==> src/rtl/ltw_pkg.sv <==
package ltw_pkg;
    typedef enum logic [1:0] {
        ST_IDLE  = 2'd0,
        ST_LIMIT = 2'd1,
        ST_POLL  = 2'd2,
        ST_DONE  = 2'd3
    } ltw_state_e;

    localparam int STATUS_W = 32;
    localparam int TSTATE_W = 6;
    localparam int SPD_W    = 4;
    localparam logic [SPD_W-1:0] SPD_GEN1 = 4'd1;
endpackage

==> src/rtl/ltw_poll_timer.sv <==
module ltw_poll_timer #(
    parameter int POLL_CYC = 2500
) (
    input  logic clk,
    input  logic rst_n,
    input  logic clr_i,
    input  logic run_i,
    output logic tick_o
);
    localparam int CW = (POLL_CYC > 1) ? $clog2(POLL_CYC) : 1;
    localparam logic [CW-1:0] LAST = CW'(POLL_CYC - 1);

    logic [CW-1:0] cnt_d, cnt_q;

    always_comb begin
        cnt_d = cnt_q;
        if (clr_i)
            cnt_d = '0;
        else if (run_i)
            cnt_d = (cnt_q == LAST) ? '0 : cnt_q + 1'b1;
    end

    always_ff @(posedge clk or negedge rst_n) begin
        if (!rst_n) cnt_q <= '0;
        else        cnt_q <= cnt_d;
    end

    assign tick_o = run_i && !clr_i && (cnt_q == LAST);
endmodule

==> src/rtl/ltw_ovr_timer.sv <==
module ltw_ovr_timer #(
    parameter int OVR_CYC = 750000
) (
    input  logic clk,
    input  logic rst_n,
    input  logic clr_i,
    input  logic fire_i,
    output logic active_o
);
    localparam int CW = (OVR_CYC > 1) ? $clog2(OVR_CYC) : 1;

    typedef struct packed {
        logic          active;
        logic [CW-1:0] cnt;
    } ovr_t;

    ovr_t s_d, s_q;

    always_comb begin
        s_d = s_q;
        if (clr_i) begin
            s_d = '0;
        end else if (fire_i && !s_q.active) begin
            s_d.active = 1'b1;
            s_d.cnt    = CW'(OVR_CYC - 1);
        end else if (s_q.active) begin
            if (s_q.cnt == '0) s_d.active = 1'b0;
            else               s_d.cnt    = s_q.cnt - 1'b1;
        end
    end

    always_ff @(posedge clk or negedge rst_n) begin
        if (!rst_n) s_q <= '0;
        else        s_q <= s_d;
    end

    assign active_o = s_q.active;

    a_r6_fire_only_idle: assert property (@(posedge clk) disable iff (!rst_n)
        $rose(active_o) |-> $past(fire_i));
endmodule

==> src/rtl/ltw_status_decode.sv <==
module ltw_status_decode
    import ltw_pkg::*;
#(
    parameter int UP_BIT    = 4,
    parameter int TRAIN_BIT = 29,
    parameter logic [TSTATE_W-1:0] RECOV_STATE = 6'h0D
) (
    input  logic [STATUS_W-1:0] status_i,
    input  logic [TSTATE_W-1:0] tstate_i,
    input  logic                rx_valid_i,
    output logic                up_o,
    output logic                stuck_o
);
    always_comb begin
        up_o    = status_i[UP_BIT] && !status_i[TRAIN_BIT];
        stuck_o = !rx_valid_i && (tstate_i == RECOV_STATE);
    end
endmodule

==> src/rtl/link_train_wdog.sv <==
module link_train_wdog
    import ltw_pkg::*;
#(
    parameter int POLL_CYC  = 2500,
    parameter int MAX_POLLS = 4000,
    parameter int OVR_CYC   = 750000
) (
    input  logic                clk,
    input  logic                rst_n,
    input  logic                start_i,
    input  logic [STATUS_W-1:0] dbg_status_i,
    input  logic [TSTATE_W-1:0] train_state_i,
    input  logic                rx_valid_i,
    output logic                train_en_o,
    output logic [SPD_W-1:0]    spd_cap_o,
    output logic [1:0]          rx_ovr_o,
    output logic                link_ok_o,
    output logic                link_fail_o
);
    localparam int PW = $clog2(MAX_POLLS + 1);
    localparam logic [PW-1:0] POLL_LIM = PW'(MAX_POLLS);

    typedef struct packed {
        ltw_state_e       st;
        logic [PW-1:0]    polls;
        logic [SPD_W-1:0] spd;
        logic             ok;
        logic             fail;
    } ctl_t;

    ctl_t s_d, s_q;
    logic tick, up, stuck, ovr_act, ovr_fire, ovr_clr;
    logic [PW-1:0] polls_nx;

    ltw_poll_timer #(.POLL_CYC(POLL_CYC)) i_poll (
        .clk(clk), .rst_n(rst_n), .clr_i(start_i),
        .run_i(s_q.st == ST_POLL), .tick_o(tick)
    );

    ltw_status_decode i_dec (
        .status_i(dbg_status_i), .tstate_i(train_state_i),
        .rx_valid_i(rx_valid_i), .up_o(up), .stuck_o(stuck)
    );

    ltw_ovr_timer #(.OVR_CYC(OVR_CYC)) i_ovr (
        .clk(clk), .rst_n(rst_n), .clr_i(ovr_clr),
        .fire_i(ovr_fire), .active_o(ovr_act)
    );

    always_comb begin
        s_d      = s_q;
        ovr_fire = 1'b0;
        ovr_clr  = 1'b0;
        polls_nx = s_q.polls + 1'b1;
        if (start_i) begin
            s_d.st    = ST_LIMIT;
            s_d.polls = '0;
            s_d.ok    = 1'b0;
            s_d.fail  = 1'b0;
            ovr_clr   = 1'b1;
        end else begin
            unique case (s_q.st)
                ST_LIMIT: begin
                    s_d.spd = SPD_GEN1;
                    s_d.st  = ST_POLL;
                end
                ST_POLL: begin
                    if (tick) begin
                        s_d.polls = polls_nx;
                        if (up) begin
                            s_d.ok  = 1'b1;
                            s_d.st  = ST_DONE;
                            ovr_clr = 1'b1;
                        end else if (polls_nx == POLL_LIM) begin
                            s_d.fail = 1'b1;
                            s_d.st   = ST_DONE;
                            ovr_clr  = 1'b1;
                        end else if (stuck) begin
                            ovr_fire = 1'b1;
                        end
                    end
                end
                default: ;
            endcase
        end
        if (start_i) s_d.spd = SPD_GEN1;
    end

    always_ff @(posedge clk or negedge rst_n) begin
        if (!rst_n) s_q <= '{st: ST_IDLE, polls: '0, spd: '0, ok: 1'b0, fail: 1'b0};
        else        s_q <= s_d;
    end

    assign train_en_o  = (s_q.st == ST_POLL) || (s_q.st == ST_DONE && s_q.ok);
    assign spd_cap_o   = s_q.spd;
    assign rx_ovr_o    = {ovr_act, ovr_act};
    assign link_ok_o   = s_q.ok;
    assign link_fail_o = s_q.fail;

    a_r2_cap_before_enable: assert property (@(posedge clk) disable iff (!rst_n)
        $rose(train_en_o) |-> $past(spd_cap_o) == SPD_GEN1);
    a_r10_flags_exclusive: assert property (@(posedge clk) disable iff (!rst_n)
        !(link_ok_o && link_fail_o));
    a_r6_override_paired: assert property (@(posedge clk) disable iff (!rst_n)
        rx_ovr_o[1] == rx_ovr_o[0]);
    a_r5_override_cause: assert property (@(posedge clk) disable iff (!rst_n)
        $rose(rx_ovr_o[1]) |-> ($past(train_state_i) == 6'h0D && !$past(rx_valid_i)));
    a_r8_fail_drops_enable: assert property (@(posedge clk) disable iff (!rst_n)
        $rose(link_fail_o) |-> (!train_en_o && rx_ovr_o == 2'b00));
    a_r10_start_clears: assert property (@(posedge clk) disable iff (!rst_n)
        start_i |=> (!link_ok_o && !link_fail_o && rx_ovr_o == 2'b00));
    a_r4_ok_needs_up: assert property (@(posedge clk) disable iff (!rst_n)
        $rose(link_ok_o) |-> ($past(dbg_status_i[4]) && !$past(dbg_status_i[29])));
endmodule

==> config.mk <==
export PLATFORM = sky130hd
export DESIGN_NAME = link_train_wdog
export DESIGN_NICKNAME = d
export VERILOG_FILES = /design/src/rtl/ltw_pkg.sv /design/src/rtl/ltw_poll_timer.sv /design/src/rtl/ltw_ovr_timer.sv /design/src/rtl/ltw_status_decode.sv /design/src/rtl/link_train_wdog.sv
export SDC_FILE = /design/constraint.sdc
export NUM_CORES = 1
export LEC_CHECK = 0
export BUFFER_PORTS_ARGS = -buffer_cell sky130_fd_sc_hd__clkbuf_2
export CORE_MARGIN = 8
export CORE_UTILIZATION = 56
export DETAILED_ROUTE_END_ITERATION = 16
export MAX_ROUTING_LAYER = met4
export PLACE_DENSITY = 0.83
export SKIP_LAST_GASP = 1
export SLEW_MARGIN = 10
export SYNTH_ARGS = -nofsm -noshare
export SYNTH_HDL_FRONTEND = slang
export SYNTH_SLANG_ARGS = --single-unit
==> constraint.sdc <==
create_clock -name clk -period 3 [get_ports clk]
set_input_delay 0.3 -clock clk [delete_from_list [all_inputs] [get_ports clk]]
set_output_delay 0.3 -clock clk [all_outputs]
set_load 0.005 [all_outputs]
==> Word level (Yosys, flattened, before mapping) <==
Index checks and enable logic that the tools add are counted.
{ "op_classes": {"n_addsub": 3, "n_mul": 0, "div_mod_pow": 0, "n_lt_le_gt_ge": 0, "n_eq_ne": 10, "shifts": 0, "mux": 33, "n_bitwise": 0, "reduce_logical": 24} }
{ "ops": {"columns": ["op", "n"], "rows": [
  ["$mux 21", 3],
  ["$mux 12", 4],
  ["$mux 14", 2],
  ["$add 12x1->12 const B", 2],
  ["$eq 12x12->1 const B", 2],
  ["$logic_not 20->1", 1],
  ["$mux 20", 1],
  ["$sub 20x1->20 const B", 1],
  ["$mux 1", 15],
  ["$mux 2", 5],
  ["$reduce_bool 2->1", 5],
  ["$mux 4", 2],
  ["$eq 6x4->1 const B", 1],
  ["$logic_and 1x1->1", 6],
  ["$reduce_and 3->1", 2],
  ["$reduce_bool 3->1", 2],
  ["$eq 2x2->1 const B", 2],
  ["$logic_not 1->1", 4],
  ["$ne 4x3->1 const B", 1],
  ["$pmux 2 s2", 1],
  ["$reduce_and 2->1", 2],
  ["$reduce_and 4->1", 1],
  ["$ne 3x1->1 const B", 1],
  ["$ne 3x3->1 const B", 1],
  ["other kinds (3)", 3]
]} }
{ "totals": {"regBits": 53, "latchBits": 0, "mem_bits_rw": 0, "romBits": 0, "out_inout_bits": 9, "elab_cells": 78, "mem_count": 0} }

==> Logic depth before layout (Yosys ltp) <==
Gate-level depths: netlist of run 1.
{ "depth": {"word_depth": 11, "depth_mapped": 9, "ltp_nobuf": 8} }

==> Cells and area by module <==
Synthesis of run 1 repeated with hierarchy kept, for this count alone.
{ "unflattened": {"hier_cells": 353, "area_unflattened_um2": 3209.3} }
{ "modules_own_cells": {"columns": ["mod", "instances", "cells_per_inst", "area_each_um2", "seq_area_each_um2"], "rows": [
  ["ltw_ovr_timer", 1, 153, 1403.8, 525.5],
  ["link_train_wdog", 1, 120, 1071.0, 425.4],
  ["ltw_poll_timer", 1, 76, 704.4, 300.3],
  ["ltw_status_decode", 1, 4, 30.0, 0.0]
]} }

==> Worst setup path after synthesis of run 1 <==
OpenSTA, ideal clock, no wires.
{ "synth_timing": {"kind": "register -> register", "from": "register i_ovr.s_q[0] in the netlist's numbering", "to": "register i_ovr.s_q[13] in the netlist's numbering", "setup_ps": 129, "t_arrival_ps": 2172, "setup_slack_ps": 700, "stages_incl_launch_ff": 10, "synth_period_minus_slack_ps": 2300, "cell_sequence": "dfrtp_1 inv_1 ha_1 nor3b_1 nand2_1 o41ai_4 o41ai_4 buf_6 o32ai_1 nor3_2"} }
{ "synth_via": {"elab_chain_cells": 5} }
{ "synth_lines": {"columns": ["item", "line_no", "source"], "rows": [
  ["start, declared", "ltw_ovr_timer.sv:17", "ovr_t s_d, s_q;"],
  ["start signal, assigned", "ltw_ovr_timer.sv:33", "if (!rst_n) s_q <= '0;"],
  ["start signal, assigned", "ltw_ovr_timer.sv:34", "else s_q <= s_d;"],
  ["$sub 20x1->20", "ltw_ovr_timer.sv:28", "else s_d.cnt = s_q.cnt - 1'b1;"],
  ["$mux 20", "ltw_ovr_timer.sv:27", "if (s_q.cnt == '0) s_d.active = 1'b0;"],
  ["$mux 21", "ltw_ovr_timer.sv:26", "end else if (s_q.active) begin"],
  ["$mux 21", "ltw_ovr_timer.sv:23", "end else if (fire_i && !s_q.active) begin"],
  ["$mux 21", "ltw_ovr_timer.sv:21", "if (clr_i) begin"]
]} }
Parallel ways exist; a longest one is shown, timed or not. The select of a mux whose other input is x is not followed.
A chain may end at the register's enable or synchronous reset.

==> Worst setup path after layout of run 1 <==
{ "layout_timing": {"from": "register i_poll.cnt_q[0]", "to": "register i_ovr.s_q[19] in the netlist's numbering"} }
{ "layout_via": {"elab_chain_cells": 8} }
{ "layout_lines": {"columns": ["item", "line_no", "source"], "rows": [
  ["start, declared", "ltw_poll_timer.sv:13", "logic [CW-1:0] cnt_d, cnt_q;"],
  ["start signal, assigned", "ltw_poll_timer.sv:25", "else cnt_q <= cnt_d;"],
  ["$eq 12x12->1 (*)", "ltw_poll_timer.sv:28", "assign tick_o = run_i && !clr_i && (cnt_q == LAST);"],
  ["$logic_and 1x1->1 (*)", "ltw_poll_timer.sv:28", null],
  ["$mux 1", "link_train_wdog.sv:68", "if (tick) begin"],
  ["$mux 1", "link_train_wdog.sv:62", "unique case (s_q.st)"],
  ["$mux 1", "link_train_wdog.sv:55", "if (start_i) begin"],
  ["$logic_and 1x1->1", "ltw_ovr_timer.sv:23", null],
  ["$ne 3x1->1 (no source line) (tied with other cells)", null, null],
  ["$reduce_and 2->1 (no source line) or $mux 21 (tied branches)", null, null]
]} }
Every way passes the cells marked *; elsewhere a longest branch is shown, timed or not.

==> impl_metrics.yaml, run 1 <==
cells_and_area:
  register_area_sq_um: 1250
  nFillCells: 460
  final_cell_mix: "50 x dfrtp_1, 38 x nor2_1, 32 x nand2_1"
  multi_input_area_sq_um: 1480
  layout_commonest_cell: "dfrtp_1"
  nets: 375
  post_route_cells_drive_above_1_share_pct: 15.1
  antenna_cells: 0
  areaGrowthSynthToFinish_pct: 8.82
worst_setup_path:
  crit_type: "reg -> reg"
  cp.required_ns: 3.21
  crit_path_top_delay_cell: "o41a_1"
  start_kind: "flop"
  worstPathCellList: "ha_1 > nor4b_1 > nand4_1 > buf_4 > o41a_1 > a221oi_1"
  slowest_delay_ns: 0.48
  crit_fanout: 6
  cp_top_family: "compound AO/OA/AOI/OAI gates"
  crit_arrival_ns: 2.70
  end_kind: "flop"
  crit_buf_inv: 1
sta:
  fin_crit_sh_pct: 82.8
  tns_ns: 0
  fmax_mhz: 403
  clock_skew_ns: 0.0171
  tightest_slew_ns: 0.760
  fin_crit_ns: 2.48
  rsz0062_at_grt: "no"
  slew_violations: 0
  hold_viol: 0
  setup_viol: 0
  relSlewSlack_pct: 49.3
floorplanning:
  initial_core_util_pct: 57.2
  coreArea_sq_um: 5010
  rows: 26
  die_area_sq_um: 7660
  fp.dieH_microns: 87.5
  num_io_pins: 51
  die_x_microns: 87.5
clock_network:
  cts_tree: "done"
  cts_resized: 0
  clk_pin_slew_worst_paths_ns: 0.10
  root_buffer: "clkbuf_8"
  cts_max_level: 2
  holdBufCountCts: 0
  clock_latency_ns: 0.31
  clock-sinks: 50
  clockBufferDepth: 2
  cts_buffers: 5
  post-cts-setup-buffer-count: 0
synthesis:
  ys_seq_elements: 50
  synthFlopType: "dfrtp_1"
  synth.distinct_cells: 56
  syn_avg_cell_area_sq_um: 9.15
  syn_area_sq_um: 2870
  synth_edf_count: 0
  ys_seq_area_share_pct: 43.7
  synth_cells: 313
  async_reset_ff_share_pct: 100
  ys_warn_count: 0
run_status:
  status: "completed"
detailed_routing:
  drtPass1Iterations: 4
  drc: 0
  drt-initial-drc-count: 201
  dr_total_vias: 2340
  postRouteAntennaNets: 0
  wire_per_inst_microns: 15.0
  routed_wl_microns: 6000
  drt-vias-per-instance: 5.84
global_routing:
  grt_pass1_wl_microns: 11000
  grtUsageTotal_pct: 18.1
  overflow: 0
  grt_pass1_vias: 2440
  antenna_found_initial: 0
  grt_max_degree: 32
run:
  maxCapViolCount: 0
placed_design:
  port_buffers: 17
  place.gp.congestion: 0.864
  dpl.hpwl_microns: 4210
power:
  total_power_uw: 1130
  p_leak_uw: 0.00138
  power.density_nw_per_um2: 363
  vdd.ir_drop.worst_mv: 0.206
min_path:
  hp-class: "in -> async"
## state kept, by name, indices dropped and copies added (netlist names)
| register | cells |
|---|---|
| spd_cap_o | 1 |
| i_ovr.active_o | 1 |
| i_ovr.s_q | 20 |
| link_fail_o | 1 |
| link_ok_o | 1 |
| i_poll.cnt_q | 12 |
| s_q | 14 |
## synthesized netlist by cell type (4+ instances only)
master	count	share of area, %
inv_1	11	1.4
xor2_1	8	2.4
xnor2_1	10	3.1
and3_1	8	1.7
o22ai_1	4	0.87
buf_4	6	1.6
dfrtp_1	50	44
o21ai_0	20	3.5
nand4_1	4	0.87
nor3_1	10	1.7
nor2_1	38	5.0
nor4_1	7	1.5
clkbuf_1	8	1.0
nor2b_1	4	0.87
nand3_1	13	2.3
a311oi_1	8	2.4
nand2_1	32	4.2
a21oi_1	8	1.4
## per-layer routing
metal  vias to the layer above  part of all wire, %  global-route usage (%)
li1                       1158                    -                       -
met1                      1129                   46                    21.4
met2                        44                   49                    30.4
met3                         9                  3.7                    3.56
met4                         0                  1.6                    5.63
met5                         -                    0                       -
## kinds of logic (layout without fill, tap and decap cells)
group	after synthesis	after routing	synth area share [%]
adder cells (fa/ha/maj)	3	3	1.31
other	1	3	0.131
XOR/XNOR	18	18	5.50
buffers and inverters	30	46	5.11
AND/OR/NAND/NOR	145	145	26.3
flip-flops	50	50	43.7
multiplexers	1	1	0.349
AO/OA/AOI/OAI	65	65	17.6
## final timing paths
kind,from,to,slack [ns],cells past startpoint
max reg2reg,i_poll.cnt_q[0],i_ovr.s_q[19],0.52,6
max in group asynchronous,rst_n,i_poll.cnt_q[1],2.30,2
max,i_poll.cnt_q[0],i_ovr.s_q[19],0.52,6
min reg2reg,spd_cap_o[0],spd_cap_o[0],0.50,2
min in group clk,start_i,s_q[12],0.40,3
min,rst_n,i_ovr.s_q[17],0.04,1
## final cells by class
cell class | instances | share of cell area, %
Tap cell | 70 | 2.81
Clock buffer | 5 | 2.21
Clock inverter | 3 | 0.682
Timing Repair Buffer | 27 | 5.54
Sequential cell | 50 | 40.1
Inverter | 11 | 1.32
Multi-Input combinational cell | 235 | 47.3
## per-stage QoR
step	cells	hold WS [ns]	utilization, %	setup WS, ns	area, sq um
final	401	0.0398	62.2	0.516	3120
after global routing	401	0.0942	62.2	0.314	3120
after CTS	399	0.0664	61.7	0.221	3090
after detailed placement	391	0.408	59.9	0.247	3000
after global placement	391	0.404	59.9	0.313	3000
after floorplan	315	0.00441	-	0.700	2870
## power breakdown
part / leakage [uW] / switching (uW) / internal, uW
sequential: 0.000689 / 3.98 / 677
combinational: 0.000643 / 37.2 / 16.0
clock: 0.0000441 / 233 / 164
total: 0.00138 / 274 / 857
(Power assumes the default switching activity.)
==> run 2, diff against run 1 <==
--- a/config.mk
+++ b/config.mk
@@ -7,10 +7,10 @@
 export LEC_CHECK = 0
 export BUFFER_PORTS_ARGS = -buffer_cell sky130_fd_sc_hd__clkbuf_2
 export CORE_MARGIN = 8
-export CORE_UTILIZATION = 56
+export CORE_UTILIZATION = 50
 export DETAILED_ROUTE_END_ITERATION = 16
 export MAX_ROUTING_LAYER = met4
-export PLACE_DENSITY = 0.83
+export PLACE_DENSITY = 0.78
 export SKIP_LAST_GASP = 1
 export SLEW_MARGIN = 10
 export SYNTH_ARGS = -nofsm -noshare
==> constraint.sdc (replaced) <==
create_clock -name clk -period 2 [get_ports clk]
set_input_delay 0.2 -clock clk [delete_from_list [all_inputs] [get_ports clk]]
set_output_delay 0.2 -clock clk [all_outputs]
set_load 0.005 [all_outputs]
==> impl_metrics.yaml, run 2 (same netlist as run 1, synthesis figures left out) <==
global_routing:
  antenna_found_initial: 0
  grt_pass1_wl_microns: 13100
  grt_pass1_vias: 2914
  grt_max_degree: 28
  overflow: 0
  grtUsageTotal_pct: 19.4
worst_setup_path:
  cp.required_ns: 2.20
  crit_arrival_ns: 2.51
  crit_fanout: 8
  crit_type: "reg -> reg"
  end_kind: "flop"
  start_kind: "flop"
detailed_routing:
  drt-initial-drc-count: 115
  drt-vias-per-instance: 5.79
  dr_total_vias: 2745
  wire_per_inst_microns: 16.8
  drc: 0
  postRouteAntennaNets: 0
  routed_wl_microns: 7990
  drtPass1Iterations: 4
sta:
  fin_crit_ns: 2.31
  tightest_slew_ns: 0.674
  clock_skew_ns: 0.00770
  fin_crit_sh_pct: 115
  slew_violations: 0
  setup_viol: 22
  setup_ws_ns: -0.308
  rsz0062_at_grt: "yes"
  fmax_mhz: 433
  relSlewSlack_pct: 55.1
  hold_viol: 0
power:
  p_leak_uw: 0.00188
  vdd.ir_drop.worst_mv: 0.300
  power.density_nw_per_um2: 493
cells_and_area:
  largest_reg_flops: 20
  nets: 446
  areaGrowthSynthToFinish_pct: 43.8
  register_area_sq_um: 1250
  final_util_pct: 74.8
  nFillCells: 354
  post_route_cells_drive_above_1_share_pct: 40.3
  final_cell_mix: "66 x buf_4, 49 x dfrtp_1, 34 x nor2_1"
  antenna_cells: 0
  layout_commonest_cell: "buf_4"
  regMostFlops: "i_ovr.s_q"
  largestRegisters: "i_ovr.s_q x20, s_q x14, i_poll.cnt_q x12"
  stdcell_count: 474
  multi_input_area_sq_um: 1770
run_status:
  status: "finished with violations"
  violations: "negative setup slack"
clock_network:
  clk_pin_slew_worst_paths_ns: 0.09
  clock_latency_ns: 0.31
  cts_tree: "done"
  clock-sinks: 50
  clockBufferDepth: 2
  cts_max_level: 2
  root_buffer: "clkbuf_8"
  cts_buffers: 5
min_path:
  hp-class: "in -> reg"
floorplanning:
  fp.dieH_microns: 91.7
  num_io_pins: 51
  rows: 27
  die_x_microns: 91.7
  initial_core_util_pct: 52.0
  coreArea_sq_um: 5510
  die_area_sq_um: 8410
placed_design:
  post-place-ws_ns: -0.211
  place.gp.congestion: 0.891
  dpl.hpwl_microns: 4740
  port_buffers: 17
  placed_cells: 447
run:
  maxCapViolCount: 0
[run 2: cell count changes in the layout (fill, tap and decap cells not counted), sizes merged]
cell	delta
dlygate4sd3	+1
bufbuf	+1
buf	+69
clkinv	-2
clkinvlp	-1
clkbuf	+1
bufinv	+2
[run 2: metrics by stage]
| step | hold WS (ns) | power, uW | area, sq um | setup TNS (ns) |
|---|---|---|---|---|
| after detailed placement | 0.257 | 1140 | 3490 | -2.98 |
| after floorplan | -0.0956 | 1080 | 2920 | -0.731 |
| after global placement | 0.252 | 1140 | 3490 | -1.44 |
| after global routing | 0.331 | 2090 | 4120 | -6.87 |
| after CTS | 0.292 | 2040 | 3980 | -2.66 |
| final | 0.298 | 2030 | 4120 | -4.11 |
[run 2: metal layers]
layer  wire length (microns)  up-vias  GRT usage, %
met5                       0        -             -
met4                     221        0          8.19
met2                    4180       58          33.9
met1                    3320     1362          20.8
li1                        -     1305             -
met3                     260       20          4.16
[run 2: worst paths after layout]
path                                  startpoint            end  slack, ns  cells past startpoint
worst max register to register     i_ovr.s_q[13]  i_ovr.s_q[16]      -0.31                      7
worst max-delay path               i_ovr.s_q[13]  i_ovr.s_q[16]      -0.31                      7
worst min-delay path            dbg_status_i[29]      link_ok_o       0.30                      4
max in group asynchronous                  rst_n   i_ovr.s_q[3]       0.97                      3
worst min register to register      spd_cap_o[0]   spd_cap_o[0]       0.51                      2
min in group asynchronous                  rst_n        s_q[14]       0.45                      2
[run 2: final cells by class]
type,count,area share [%]
Clock inverter,2,1.46
Multi-Input combinational cell,235,42.9
Sequential cell,50,30.4
Clock buffer,6,2.00
Timing Repair Buffer,98,20.1
Inverter,11,1.00
Tap cell,72,2.19
[run 2: timing repair]
| action | in CTS | in global routing |
|---|---|---|
| buffers inserted | 10 | 7 |
| hold endpoints to repair | 24 | 0 |
| setup endpoints to repair | 23 | 30 |
| hold buffers | 1 | 0 |
| gates resized for setup | 36 | 28 |
| gates cloned | 3 | 0 |
| pin swaps | 28 | 19 |
[run 2: power by group]
group | internal (uW) | leakage [uW] | switching (uW)
Combinational | 51.5 | 0.00112 | 69.0
Clock | 534 | 0.0000714 | 359
Sequential | 1010 | 0.000687 | 5.32
Total | 1600 | 0.00188 | 433
[run 2: worst max-delay path, cell delays in order, from the launching register on]
cell,delay (ns)
dfrtp_1,0.41
nor4_4,0.35
nand4b_1,0.24
o41ai_4,0.47
o41ai_4,0.16
bufbuf_16,0.31
o21bai_1,0.18
nor3b_2,0.07
